$ cat src/rtl/ovl_pkg.sv
package ovl_pkg;
  localparam int OVL_ADDR_W     = 16;
  localparam int OVL_CHUNK_W    = 3;
  localparam int OVL_PORT_W     = 4;
  localparam int OVL_N_CHUNKS   = 1 << OVL_CHUNK_W;
  localparam logic [OVL_N_CHUNKS-1:0] OVL_RESET_MASK = 8'b1110_0010;
endpackage

$ cat src/rtl/ovl_rst_sync.sv
module ovl_rst_sync #(
  parameter int STAGES = 2
) (
  input  logic clk,
  input  logic rst_n,
  output logic rst_sync_n
);
  logic [STAGES-1:0] sync_q;
  logic [STAGES-1:0] sync_nxt;

  always_comb begin
    sync_nxt = {sync_q[STAGES-2:0], 1'b1};
  end

  always_ff @(posedge clk or negedge rst_n) begin
    if (!rst_n) sync_q <= '0;
    else        sync_q <= sync_nxt;
  end

  assign rst_sync_n = sync_q[STAGES-1];
endmodule

$ cat src/rtl/ovl_mask_regs.sv
module ovl_mask_regs #(
  parameter int N      = 8,
  parameter int PORT_W = 4,
  parameter logic [N-1:0] RESET_MASK = '0
) (
  input  logic          clk,
  input  logic          rst_n,
  input  logic          wr,
  input  logic [PORT_W-1:0] idx,
  input  logic          val,
  output logic [N-1:0]  mask,
  output logic          rd
);
  localparam int IDX_W = (N > 1) ? $clog2(N) : 1;

  logic idx_live;
  assign idx_live = (32'(idx) < N);

  for (genvar g = 0; g < N; g++) begin : g_bit
    logic en_q;
    logic en_nxt;
    logic hit;

    assign hit = wr && (idx == PORT_W'(g));

    always_comb begin
      en_nxt = hit ? val : en_q;
    end

    always_ff @(posedge clk or negedge rst_n) begin
      if (!rst_n)   en_q <= RESET_MASK[g];
      else if (hit) en_q <= en_nxt;
    end

    assign mask[g] = en_q;
  end

  always_comb begin
    rd = idx_live ? mask[idx[IDX_W-1:0]] : 1'b0;
  end
endmodule

$ cat src/rtl/ovl_decode.sv
module ovl_decode #(
  parameter int ADDR_W  = 16,
  parameter int CHUNK_W = 3,
  localparam int N      = 1 << CHUNK_W
) (
  input  logic              mem_req,
  input  logic              mem_we,
  input  logic [ADDR_W-1:0] mem_addr,
  input  logic [N-1:0]      mask,
  output logic              ram_cs,
  output logic              ram_we,
  output logic              pass_thru
);
  logic [CHUNK_W-1:0] chunk;
  logic               chunk_en;

  always_comb begin
    chunk     = mem_addr[ADDR_W-1 -: CHUNK_W];
    chunk_en  = mask[chunk];
    ram_cs    = mem_req &  chunk_en;
    ram_we    = mem_req &  chunk_en & mem_we;
    pass_thru = mem_req & ~chunk_en;
  end
endmodule

$ cat src/rtl/ovl_ctrl.sv
module ovl_ctrl
  import ovl_pkg::*;
#(
  parameter int ADDR_W  = OVL_ADDR_W,
  parameter int CHUNK_W = OVL_CHUNK_W,
  parameter int PORT_W  = OVL_PORT_W,
  parameter logic [(1<<CHUNK_W)-1:0] RESET_MASK = OVL_RESET_MASK
) (
  input  logic              clk,
  input  logic              rst_n,
  input  logic              mem_req,
  input  logic              mem_we,
  input  logic [ADDR_W-1:0] mem_addr,
  input  logic              bit_wr,
  input  logic [PORT_W-1:0] bit_idx,
  input  logic              bit_val,
  output logic              bit_rd,
  output logic              ram_cs,
  output logic              ram_we,
  output logic [ADDR_W-1:0] ram_addr,
  output logic              pass_thru
);
  localparam int N = 1 << CHUNK_W;

  logic         rst_sync_n;
  logic [N-1:0] en_mask;

  ovl_rst_sync #(.STAGES(2)) u_rst (
    .clk        (clk),
    .rst_n      (rst_n),
    .rst_sync_n (rst_sync_n)
  );

  ovl_mask_regs #(.N(N), .PORT_W(PORT_W), .RESET_MASK(RESET_MASK)) u_mask (
    .clk   (clk),
    .rst_n (rst_sync_n),
    .wr    (bit_wr),
    .idx   (bit_idx),
    .val   (bit_val),
    .mask  (en_mask),
    .rd    (bit_rd)
  );

  ovl_decode #(.ADDR_W(ADDR_W), .CHUNK_W(CHUNK_W)) u_dec (
    .mem_req   (mem_req),
    .mem_we    (mem_we),
    .mem_addr  (mem_addr),
    .mask      (en_mask),
    .ram_cs    (ram_cs),
    .ram_we    (ram_we),
    .pass_thru (pass_thru)
  );

  // identity mapping: the overlay RAM sees the CPU address unchanged
  assign ram_addr = mem_addr;
endmodule

$ cat config.mk
export PLATFORM = sky130hd
export DESIGN_NAME = ovl_ctrl
export DESIGN_NICKNAME = d
export VERILOG_FILES = /design/src/rtl/ovl_pkg.sv /design/src/rtl/ovl_rst_sync.sv /design/src/rtl/ovl_mask_regs.sv /design/src/rtl/ovl_decode.sv /design/src/rtl/ovl_ctrl.sv
export SDC_FILE = /design/constraint.sdc
export NUM_CORES = 1
export LEC_CHECK = 0
export ABC_AREA = 1
export BUFFER_PORTS_ARGS = -buffer_cell sky130_fd_sc_hd__buf_2
export CORE_UTILIZATION = 43
export CTS_CLUSTER_SIZE = 28
export DETAILED_ROUTE_END_ITERATION = 7
export GPL_ROUTABILITY_DRIVEN = 1
export MAX_ROUTING_LAYER = met4
export PLACE_DENSITY = 0.86
export SLEW_MARGIN = 5
export SYNTH_ARGS = -nofsm -noshare
export SYNTH_HDL_FRONTEND = slang
export SYNTH_HIERARCHICAL = 1
export SYNTH_SLANG_ARGS = --single-unit
$ cat constraint.sdc
create_clock -name clk -period 1.4 [get_ports clk]
set_input_delay 0.07 -clock clk [delete_from_list [all_inputs] [get_ports clk]]
set_output_delay 0.07 -clock clk [all_outputs]
set_load 0.03 [all_outputs]
==> PnR_summary.wiki, run 1 <==
{| class="wikitable"
! Metric !! Value
|-
| Clock network power share || 27.5%
|-
| Static Leakage || 0.457 nW
|-
| Fillers || 193
|-
| CTS tree || yes
|-
| Maximum ir drop on the vdd rail || 0.585 mV
|-
| Wire length per cell || 11.2 um
|-
| Max Clock Freq || 0.678 GHz
|-
| Power Internal || 628 uW
|-
| Worst clock skew || 0.000365 ns
|-
| Pre-CTS worst setup slack || 0.152 ns
|-
| Post-DR vias/cell || 4.97
|-
| Sequential cell area fraction in the yosys report || 31.1%
|-
| Area of the die || 2090 um^2
|-
| Area delta synth->final || 4.88%
|-
| Bufs on Longest Clock Path || 2
|-
| Minimum setup slack among reg-to-reg paths || 0.65 ns
|-
| CTS Root Buffer Type || sky130_fd_sc_hd__clkbuf_4
|-
| Num CTS Buffers || 3
|-
| Number of library cell types mapped by synthesis || 15
|-
| Total global-route track usage || 16.8%
|-
| Synth Area in Compound Gates || ~6.3%
|-
| Async SR Flop Fraction || 100%
|-
| Run status || finished, violations left
|-
| Cell types with the largest area share after synthesis || sky130_fd_sc_hd__buf_4, sky130_fd_sc_hd__dfrtp_1, sky130_fd_sc_hd__nand2_1
|-
| Total number of nets in the final design || 149
|-
| Maximum number of pins on one net before global-route repair || 9
|-
| Boundary pin count || 46
|-
| Path type of the worst min-delay path || in -> async
|-
| Critical path data arrival time || 1.41 ns
|-
| Number of antenna diodes || 0
|-
| Data required time of the worst path || between 1 and 1.5 ns
|-
| Aggregate routed wire length || 1650 um
|-
| Endpoint type of the worst setup path || primary output
|-
| Post-detailed-placement half-perimeter wirelength || 1160 um
|-
| Final worst path period share || 105%
|-
| Count of mapped cells out of synthesis || 121
|-
| Most frequently used flop master after synthesis || sky130_fd_sc_hd__dfrtp_1
|-
| Post-layout util || 48.8%
|-
| Mux contribution to synthesized area || 0%
|-
| Kind of launch point of the worst setup path || register
|-
| Via count || 731
|-
| Power density relative to cell area || 1090 nW/um^2
|-
| Final Hold Viols || 0
|-
| Global route overflow || 0
|-
| Area fraction in and, or, nand and nor cells after synthesis || 32.5%
|-
| Switching part of the total power || 32.8%
|-
| Cell area after technology mapping || 821 um^2
|-
| Unrepaired setup endpoints after global routing || yes
|-
| Violated checks || setup timing
|-
| Summed negative setup slack over all endpoints || -0.169 ns
|-
| Post-Syn Area per Cell || approximately 6.8 um^2
|-
| Number of synthesized flops with an enable pin || 0
|-
| Share of synthesized cell area in full adder, half adder and majority cells || 0%
|-
| Latest clock arrival within the worst-skew pair || 0.26 ns
|-
| Proportion of power drawn by combinational gates || 29.1%
|-
| Count of state elements after synthesis || 10
|-
| CP Class || reg -> out
|-
| Max-cap check violation count || 0
|-
| Number of levels the H-tree was split into || 1
|-
| Xor/xnor cell area share of the yosys netlist || 0%
|-
| Number of global-route vias before repair || between 600 and 700
|-
| Sinks on the clock net || 10
|-
| Final setup fails || 3
|-
| Maximum fanout along the worst path || 3
|-
| Cell with the most instances after synthesis || sky130_fd_sc_hd__nand2_1
|-
| Post-synth top cells || sky130_fd_sc_hd__nand2_1, sky130_fd_sc_hd__buf_4, sky130_fd_sc_hd__inv_1, sky130_fd_sc_hd__nand3_1, sky130_fd_sc_hd__o21ai_1
|-
| Die height || between 40 and 50 um
|-
| Clock-pin slew of the registers on the worst-case setup and hold paths || 0.07 ns
|-
| Final critical delay including setup and external delays || 1.48 ns
|-
| Core area || 1760 um^2
|-
| Switching component of the power || 306 uW
|-
| Largest family of logic cells by synthesized area || simple AND/OR/NAND/NOR gates
|-
| Seq pwr share || a little over two fifths
|-
| Cell row count || 15
|-
| GP Congestion || 0.876
|-
| Antenna violations before repair || 0
|-
| Initial DRC count || 42
|-
| Antenna viol nets, final || 0
|-
| Die extent in x || between 40 and 50 um
|-
| Yosys Warn Count || 6
|-
| DRC violation count after routing || 0
|-
| Area share of the leading cell type in the synthesized netlist || between 20% and 30%
|-
| Share of post-route cells with drive strength above 1 || 36.9%
|-
| Initial standard-cell utilization of the core || 46.5%
|-
| Dominant cell type by area after synthesis || sky130_fd_sc_hd__buf_4
|-
| Worst Hold Margin || 0.110 ns
|-
| Max Slew Vio Count || 0
|-
| Net Count, Synth || 147
|-
| Count of port buffers added during placement || 19
|-
| Setup ws final || -0.0757 ns
|-
| Wire length of the first global-routing pass || roughly 2500 um
|-
| First-pass detailed-route iteration total || 5
|}
cell families after synthesis:
logic type | after synthesis
AOI/OAI and AO/OA | 9
buffers and inverters | 40
and+or+nand+nor | 61
other | 1
DFF | 10
per-stage QoR:
step                      power (mW)  instance area, um^2  std cells
final                          0.935                  861        147
after global placement         0.635                  762        140
after CTS                      0.923                  835        145
after detailed placement       0.645                  762        140
after floorplan                0.708                  823        121
after global routing           0.992                  861        147
layer usage:
| layer | share of wire, % | wire length (um) | vias to the layer above | global-route usage [%] |
|---|---|---|---|---|
| li1 | - | - | 346 | - |
| met1 | 39 | 646 | 336 | 17.8 |
| met2 | 51 | 845 | 49 | 30.9 |
| met3 | 9.5 | 157 | 0 | 2.78 |
| met4 | 0 | 0 | 0 | 6.47 |
| met5 | 0 | 0 | - | - |
timing repair:
item / CTS / global route
setup endpoints to repair: 3 / 4
endpoints found under the hold margin: 2 / 0
resized for setup: 8 / 3
pin swaps: 3 / 8
hold buffers: 1 / 0
setup buffers: 0 / 2
flip-flops by register name (all words and copies together) (netlist names):
register and count:
u_mask/g_bit.en_q 8, u_rst/sync_q 2
power by group through the flow:
| stage | logic, mW | registers [mW] | clock network [mW] |
|---|---|---|---|
| 2_1_floorplan | 0.316 | 0.392 | 0 |
| 3_3_place_gp | 0.228 | 0.407 | 0 |
| 3_5_place_dp | 0.235 | 0.410 | 0 |
| 4_1_cts | 0.252 | 0.406 | 0.264 |
| 5_1_grt | 0.303 | 0.412 | 0.277 |
| 6_report | 0.272 | 0.405 | 0.257 |
placed cells by master, fill, tap and decap left out, drive strengths merged:
| cell | Yosys | routed |
|---|---|---|
| dfrtp | 6 | 6 |
| nand3b | 1 | 1 |
| nand2 | 39 | 39 |
| buf | 25 | 21 |
| conb | 1 | 1 |
| o21ai | 8 | 8 |
| inv | 15 | 15 |
| dfstp | 4 | 4 |
| a21boi | 1 | 1 |
| clkbuf | 0 | 4 |
| dlygate4sd3 | 0 | 1 |
| nand3 | 11 | 11 |
| or2 | 1 | 1 |
| nor2 | 9 | 9 |
worst max-delay path: stages, from the launching register on:
cell and delay, ns:
sky130_fd_sc_hd__dfstp_2 0.54, sky130_fd_sc_hd__inv_1 0.04, sky130_fd_sc_hd__nand2_1 0.05, sky130_fd_sc_hd__nand3b_1 0.08
sky130_fd_sc_hd__nand3_2 0.08, sky130_fd_sc_hd__nand3_2 0.09, sky130_fd_sc_hd__nor2_2 0.12, sky130_fd_sc_hd__buf_6 0.13
worst paths after layout:
| path | from | endpoint | cells after the start |
|---|---|---|---|
| max in group asynchronous | u_rst/sync_q[1]$_DFF_PN0_ | u_mask/g_bit[6].en_q$_DFFE_PN1P_ | 0 |
| worst max-delay path | u_mask/g_bit[1].en_q$_DFFE_PN1P_ | ram_we | 7 |
| min in group clk | bit_idx[3] | u_mask/g_bit[7].en_q$_DFFE_PN1P_ | 4 |
| worst min register to register | u_rst/sync_q[1]$_DFF_PN0_ | u_mask/g_bit[0].en_q$_DFFE_PN0P_ | 0 |
| worst max register to register | u_mask/g_bit[6].en_q$_DFFE_PN1P_ | u_mask/g_bit[6].en_q$_DFFE_PN1P_ | 2 |
| worst min-delay path | rst_n | u_rst/sync_q[0]$_DFF_PN0_ | 2 |
area by class of cell:
| cell class | instances | area (um^2) | area share, % |
|---|---|---|---|
| Clock buffer | 4 | 36.3 | 4.22 |
| Timing Repair Buffer | 22 | 145 | 16.9 |
| Tap cell | 25 | 31.3 | 3.63 |
| Multi-Input combinational cell | 71 | 337 | 39.1 |
| Inverter | 15 | 56.3 | 6.54 |
| Sequential cell | 10 | 255 | 29.7 |
Note: power is estimated with default switching activity, not from simulation.
==> run 2: changes to the inputs <==
--- a/config.mk
+++ b/config.mk
@@ -7,14 +7,13 @@
 export LEC_CHECK = 0
 export ABC_AREA = 1
 export BUFFER_PORTS_ARGS = -buffer_cell sky130_fd_sc_hd__buf_2
-export CORE_UTILIZATION = 43
+export CORE_UTILIZATION = 41
 export CTS_CLUSTER_SIZE = 28
 export DETAILED_ROUTE_END_ITERATION = 7
 export GPL_ROUTABILITY_DRIVEN = 1
 export MAX_ROUTING_LAYER = met4
-export PLACE_DENSITY = 0.86
+export PLACE_DENSITY = 0.85
 export SLEW_MARGIN = 5
 export SYNTH_ARGS = -nofsm -noshare
 export SYNTH_HDL_FRONTEND = slang
-export SYNTH_HIERARCHICAL = 1
 export SYNTH_SLANG_ARGS = --single-unit
==> run 2 against run 1 <==
Net effect: the run still ends with setup timing left; register-to-register slack worse by 0.06 ns; clock power about the same; hold slack worse by 0.059 ns; flip-flop and latch count unchanged; power up 0.16%; die area down 4.7%; largest power group unchanged; highest routed layer is now met4.
==> PnR_summary.wiki, run 2 <==
{| class="wikitable"
! Metric !! Value
|-
| Cell with the most instances after synthesis || sky130_fd_sc_hd__nand2_1 (unchanged)
|-
| Max Slew Vio Count || 0 (unchanged)
|-
| Most frequent cells in the layout || sky130_fd_sc_hd__nand2_1, sky130_fd_sc_hd__buf_2, sky130_fd_sc_hd__inv_2 (was sky130_fd_sc_hd__nand2_1, sky130_fd_sc_hd__buf_2, sky130_fd_sc_hd__inv_1)
|-
| CP Class || reg -> out (unchanged)
|-
| Aggregate routed wire length || 1390 um (was 1650 um)
|-
| Total global-route track usage || 16.3% (was 16.8%)
|-
| Post-DR vias/cell || 4.76 (was 4.97)
|-
| GP Congestion || 0.915 (was 0.876)
|-
| Maximum number of pins on one net before global-route repair || 9 (unchanged)
|-
| Static Leakage || 0.426 nW (was 0.457 nW)
|-
| Post-Syn Area per Cell || 7.37 um^2 (was 6.78 um^2)
|-
| Critical path data arrival time || 1.36 ns (was 1.41 ns)
|-
| Number of global-route vias before repair || 565 (was 631)
|-
| Cell-by-cell listing of the critical path || inv_2 -> nand2_1 -> nand3_2 -> nand3_2 -> nand3_2 -> nor2_1 -> buf_4 (was inv_1 -> nand2_1 -> nand3b_1 -> nand3_2 -> nand3_2 -> nor2_2 -> buf_6)
|-
| Cell area after technology mapping || 744 um^2 (was 821 um^2)
|-
| Pre-CTS worst setup slack || 0.167 ns (was 0.152 ns)
|-
| Startpoint of the worst-slack reg-to-reg timing path || u_mask.g_bit[1].en_q$_DFFE_PN1P_ (was u_mask/g_bit[6].en_q$_DFFE_PN1P_)
|-
| Kind of launch point of the worst setup path || register (unchanged)
|-
| Initial DRC count || 17 (was 42)
|-
| Power density relative to cell area || 1100 nW/um^2 (was 1090 nW/um^2)
|-
| Most frequently used flop master after synthesis || sky130_fd_sc_hd__dfrtp_1 (unchanged)
|-
| Number of levels the H-tree was split into || 1 (unchanged)
|-
| Violated checks || setup timing (unchanged)
|-
| Count of mapped cells out of synthesis || 101 (was 121)
|-
| DRC violation count after routing || 0 (unchanged)
|-
| Unrepaired setup endpoints after global routing || yes (unchanged)
|-
| Critical path's top delay family || flip-flops (unchanged)
|-
| Number of antenna diodes || 0 (unchanged)
|-
| Final Hold Viols || 0 (unchanged)
|-
| Sinks on the clock net || 10 (unchanged)
|-
| Wire length of the first global-routing pass || 2300 um (was 2460 um)
|-
| Minimum setup slack among reg-to-reg paths || 0.59 ns (was 0.65 ns)
|-
| Register with the highest flop count || u_mask.g_bit.en_q (was u_mask/g_bit.en_q)
|-
| Most common cell after layout, fill and taps aside || sky130_fd_sc_hd__nand2_1 (unchanged)
|-
| Dominant cell type by area after synthesis || sky130_fd_sc_hd__dfrtp_1 (was sky130_fd_sc_hd__buf_4)
|-
| Net Count, Synth || 127 (was 147)
|-
| Max Clock Freq || 0.700 GHz (was 0.678 GHz)
|-
| Via count || 643 (was 731)
|-
| Antenna viol nets, final || 0 (unchanged)
|-
| CP dominant cell by count || sky130_fd_sc_hd__nand3_2 (unchanged)
|-
| Boundary pin count || 46 (unchanged)
|-
| Max-cap check violation count || 0 (unchanged)
|-
| Max FFs per register || 8 (unchanged)
|-
| Data required time of the worst path || 1.33 ns (about the same)
|-
| Bufs on Longest Clock Path || 2 (unchanged)
|-
| Async SR Flop Fraction || 100% (unchanged)
|-
| Final critical delay including setup and external delays || 1.43 ns (was 1.48 ns)
|-
| Post-synth top cells || sky130_fd_sc_hd__nand2_1, sky130_fd_sc_hd__buf_4, sky130_fd_sc_hd__inv_1 (was sky130_fd_sc_hd__nand2_1, sky130_fd_sc_hd__buf_4, sky130_fd_sc_hd__inv_1, sky130_fd_sc_hd__nand3_1, sky130_fd_sc_hd__o21ai_1)
|-
| Clock-pin slew of the registers on the worst-case setup and hold paths || 0.06 ns (was 0.07 ns)
|-
| Latest clock arrival within the worst-skew pair || 0.26 ns (about the same)
|-
| Cell types with the largest area share after synthesis || sky130_fd_sc_hd__dfrtp_1, sky130_fd_sc_hd__buf_4, sky130_fd_sc_hd__dfstp_2 (was sky130_fd_sc_hd__buf_4, sky130_fd_sc_hd__dfrtp_1, sky130_fd_sc_hd__nand2_1)
|-
| Wire length per cell || 10.3 um (was 11.2 um)
|-
| Antenna violations before repair || 0 (unchanged)
|-
| Number of library cell types mapped by synthesis || 20 (was 15)
|-
| Final worst path period share || 102% (was 105%)
|-
| Maximum fanout along the worst path || 2 (was 3)
|-
| Die height || 44.6 um (was 45.7 um)
|-
| CTS tree || yes (unchanged)
|-
| Core area || 1710 um^2 (was 1760 um^2)
|-
| Run status || finished, violations left (unchanged)
|-
| Initial standard-cell utilization of the core || 43.6% (was 46.5%)
|-
| Destination of the worst register-to-register timing path || u_mask.g_bit[1].en_q$_DFFE_PN1P_ (was u_mask/g_bit[6].en_q$_DFFE_PN1P_)
|-
| Cell row count || 15 (unchanged)
|-
| Path type of the worst min-delay path || in -> reg (was in -> async)
|-
| Worst-case reg-to-reg path depth || 3 (was 2)
|-
| Worst path max stage delay || 0.53 ns (was 0.54 ns)
|-
| Final setup fails || 1 (was 3)
|-
| Die extent in x || 44.6 um (was 45.7 um)
|-
| Area share of the leading cell type in the synthesized netlist || 20.2% (was 22.9%)
|-
| Setup ws final || -0.0295 ns (was -0.0757 ns)
|-
| Sink of the worst hold path || u_mask.g_bit[5].en_q$_DFFE_PN1P_
|-
| Largest registers || u_mask.g_bit.en_q (8), u_rst.sync_q (2) (was u_mask/g_bit.en_q (8), u_rst/sync_q (2))
|-
| Maximum ir drop on the vdd rail || 0.647 mV (was 0.585 mV)
|-
| CTS Root Buffer Type || sky130_fd_sc_hd__clkbuf_4 (unchanged)
|-
| Number of synthesized flops with an enable pin || 0 (unchanged)
|-
| Endpoint type of the worst setup path || primary output (unchanged)
|-
| Count of port buffers added during placement || 19 (unchanged)
|-
| Total number of nets in the final design || 137 (was 149)
|-
| Standard cell with the maximum stage delay on the critical path || sky130_fd_sc_hd__dfstp_2 (unchanged)
|-
| Startpoint of the most critical hold path || bit_val
|-
| Count of state elements after synthesis || 10 (unchanged)
|-
| First-pass detailed-route iteration total || 4 (was 5)
|-
| Area of the die || 1990 um^2 (was 2090 um^2)
|-
| Worst clock skew || 0.00122 ns (was 0.000365 ns)
|-
| Global route overflow || 0 (unchanged)
|-
| Post-detailed-placement half-perimeter wirelength || 1030 um (was 1160 um)
|-
| Summed negative setup slack over all endpoints || -0.0295 ns (was -0.169 ns)
|-
| Total power of the final layout || 936 uW (was 935 uW)
|-
| Sequential cell area fraction in the yosys report || 34.3% (was 31.1%)
|-
| Yosys Warn Count || 0 (was 6)
|-
| Num CTS Buffers || 3 (unchanged)
|-
| Share of post-route cells with drive strength above 1 || 48.2% (was 36.9%)
|-
| WP buf/inv || 2 (unchanged)
|-
| Area delta synth->final || 14.1% (was 4.88%)
|-
| Worst hold path cell count || 3
|}
run 2: changes by cell type after synthesis, sizes merged:
cell / delta
nand3: -2
nand2: -19
o22ai: +2
a31oi: +2
o21ai: +2
nor3: +2
nor2: -4
a21oi: +2
or2: -1
buf: -9
inv: +4
nand3b: -1
nand4: +2
run 2: cells by family (layout without fill, tap and decap cells):
kind of cell    count (synthesis)  after routing  synth area share, %
simple gates                   38             38                 27.1
flops                          10             10                 34.3
compound gates                 17             17                 12.4
other cells                     1              1                0.504
buf+inv                        35             44                 25.7
run 2: final cells by class:
type | count | area (um^2)
multi-input combinational | 56 | 325
fill | 170 | 858
clock buffer | 4 | 36.3
timing repair buffer | 21 | 130
sequential | 10 | 255
inverter | 19 | 71.3
tap | 25 | 31.3
run 2: worst max path at each step:
stage                                          start     end  slack (ns)  cells past startpoint
global route        u_mask.g_bit[1].en_q$_DFFE_PN1P_  ram_we       -0.10                      7
CTS                 u_mask.g_bit[7].en_q$_DFFE_PN1P_  ram_we       -0.07                      7
floorplan           u_mask.g_bit[7].en_q$_DFFE_PN1P_  ram_we        0.09                      6
detailed placement  u_mask.g_bit[7].en_q$_DFFE_PN1P_  ram_we        0.17                      7
finish              u_mask.g_bit[1].en_q$_DFFE_PN1P_  ram_we       -0.03                      7
global placement    u_mask.g_bit[1].en_q$_DFFE_PN1P_  ram_we        0.21                      7
run 2: per-stage QoR:
stage,area [um^2],hold slack [ns],cells,util (%)
floorplan,744,-0.226,101,-
finish,850,0.0509,135,49.7
CTS,830,0.0486,134,48.6
detailed placement,751,-0.142,129,44.0
global placement,751,-0.143,129,44.0
global route,850,0.0714,135,49.7
run 2: layer usage:
metal	vias up	wire (um)	GRT usage, %
met5	-	0	-
met4	0	4	7.88
met3	2	112	5.31
met2	32	633	24.4
met1	286	636	19.6
li1	323	-	-
run 2: worst register-to-register path: cells and delay by family, from the launching register on:
kind	cells	cell delay (ns)
flip-flops	1	0.53
buffers and inverters	1	0.10
AO/OA/AOI/OAI	1	0.07
AND/OR/NAND/NOR	1	0.04
run 2: where the power goes:
part	internal [mW]	switching, mW	leakage [nW]	total (mW)
clock	0.158	0.0968	0.0210	0.255
combinational	0.110	0.169	0.290	0.279
sequential	0.362	0.0398	0.115	0.402
total	0.630	0.306	0.426	0.936
run 2: what timing repair did:
action / in CTS / in global routing
gates resized for setup: 12 / 9
endpoints found under the hold margin: 2 / 0
hold buffers: 1 / 0
endpoints found under the setup margin: 4 / 4
pin swaps: 7 / 4
setup buffers: 0 / 1
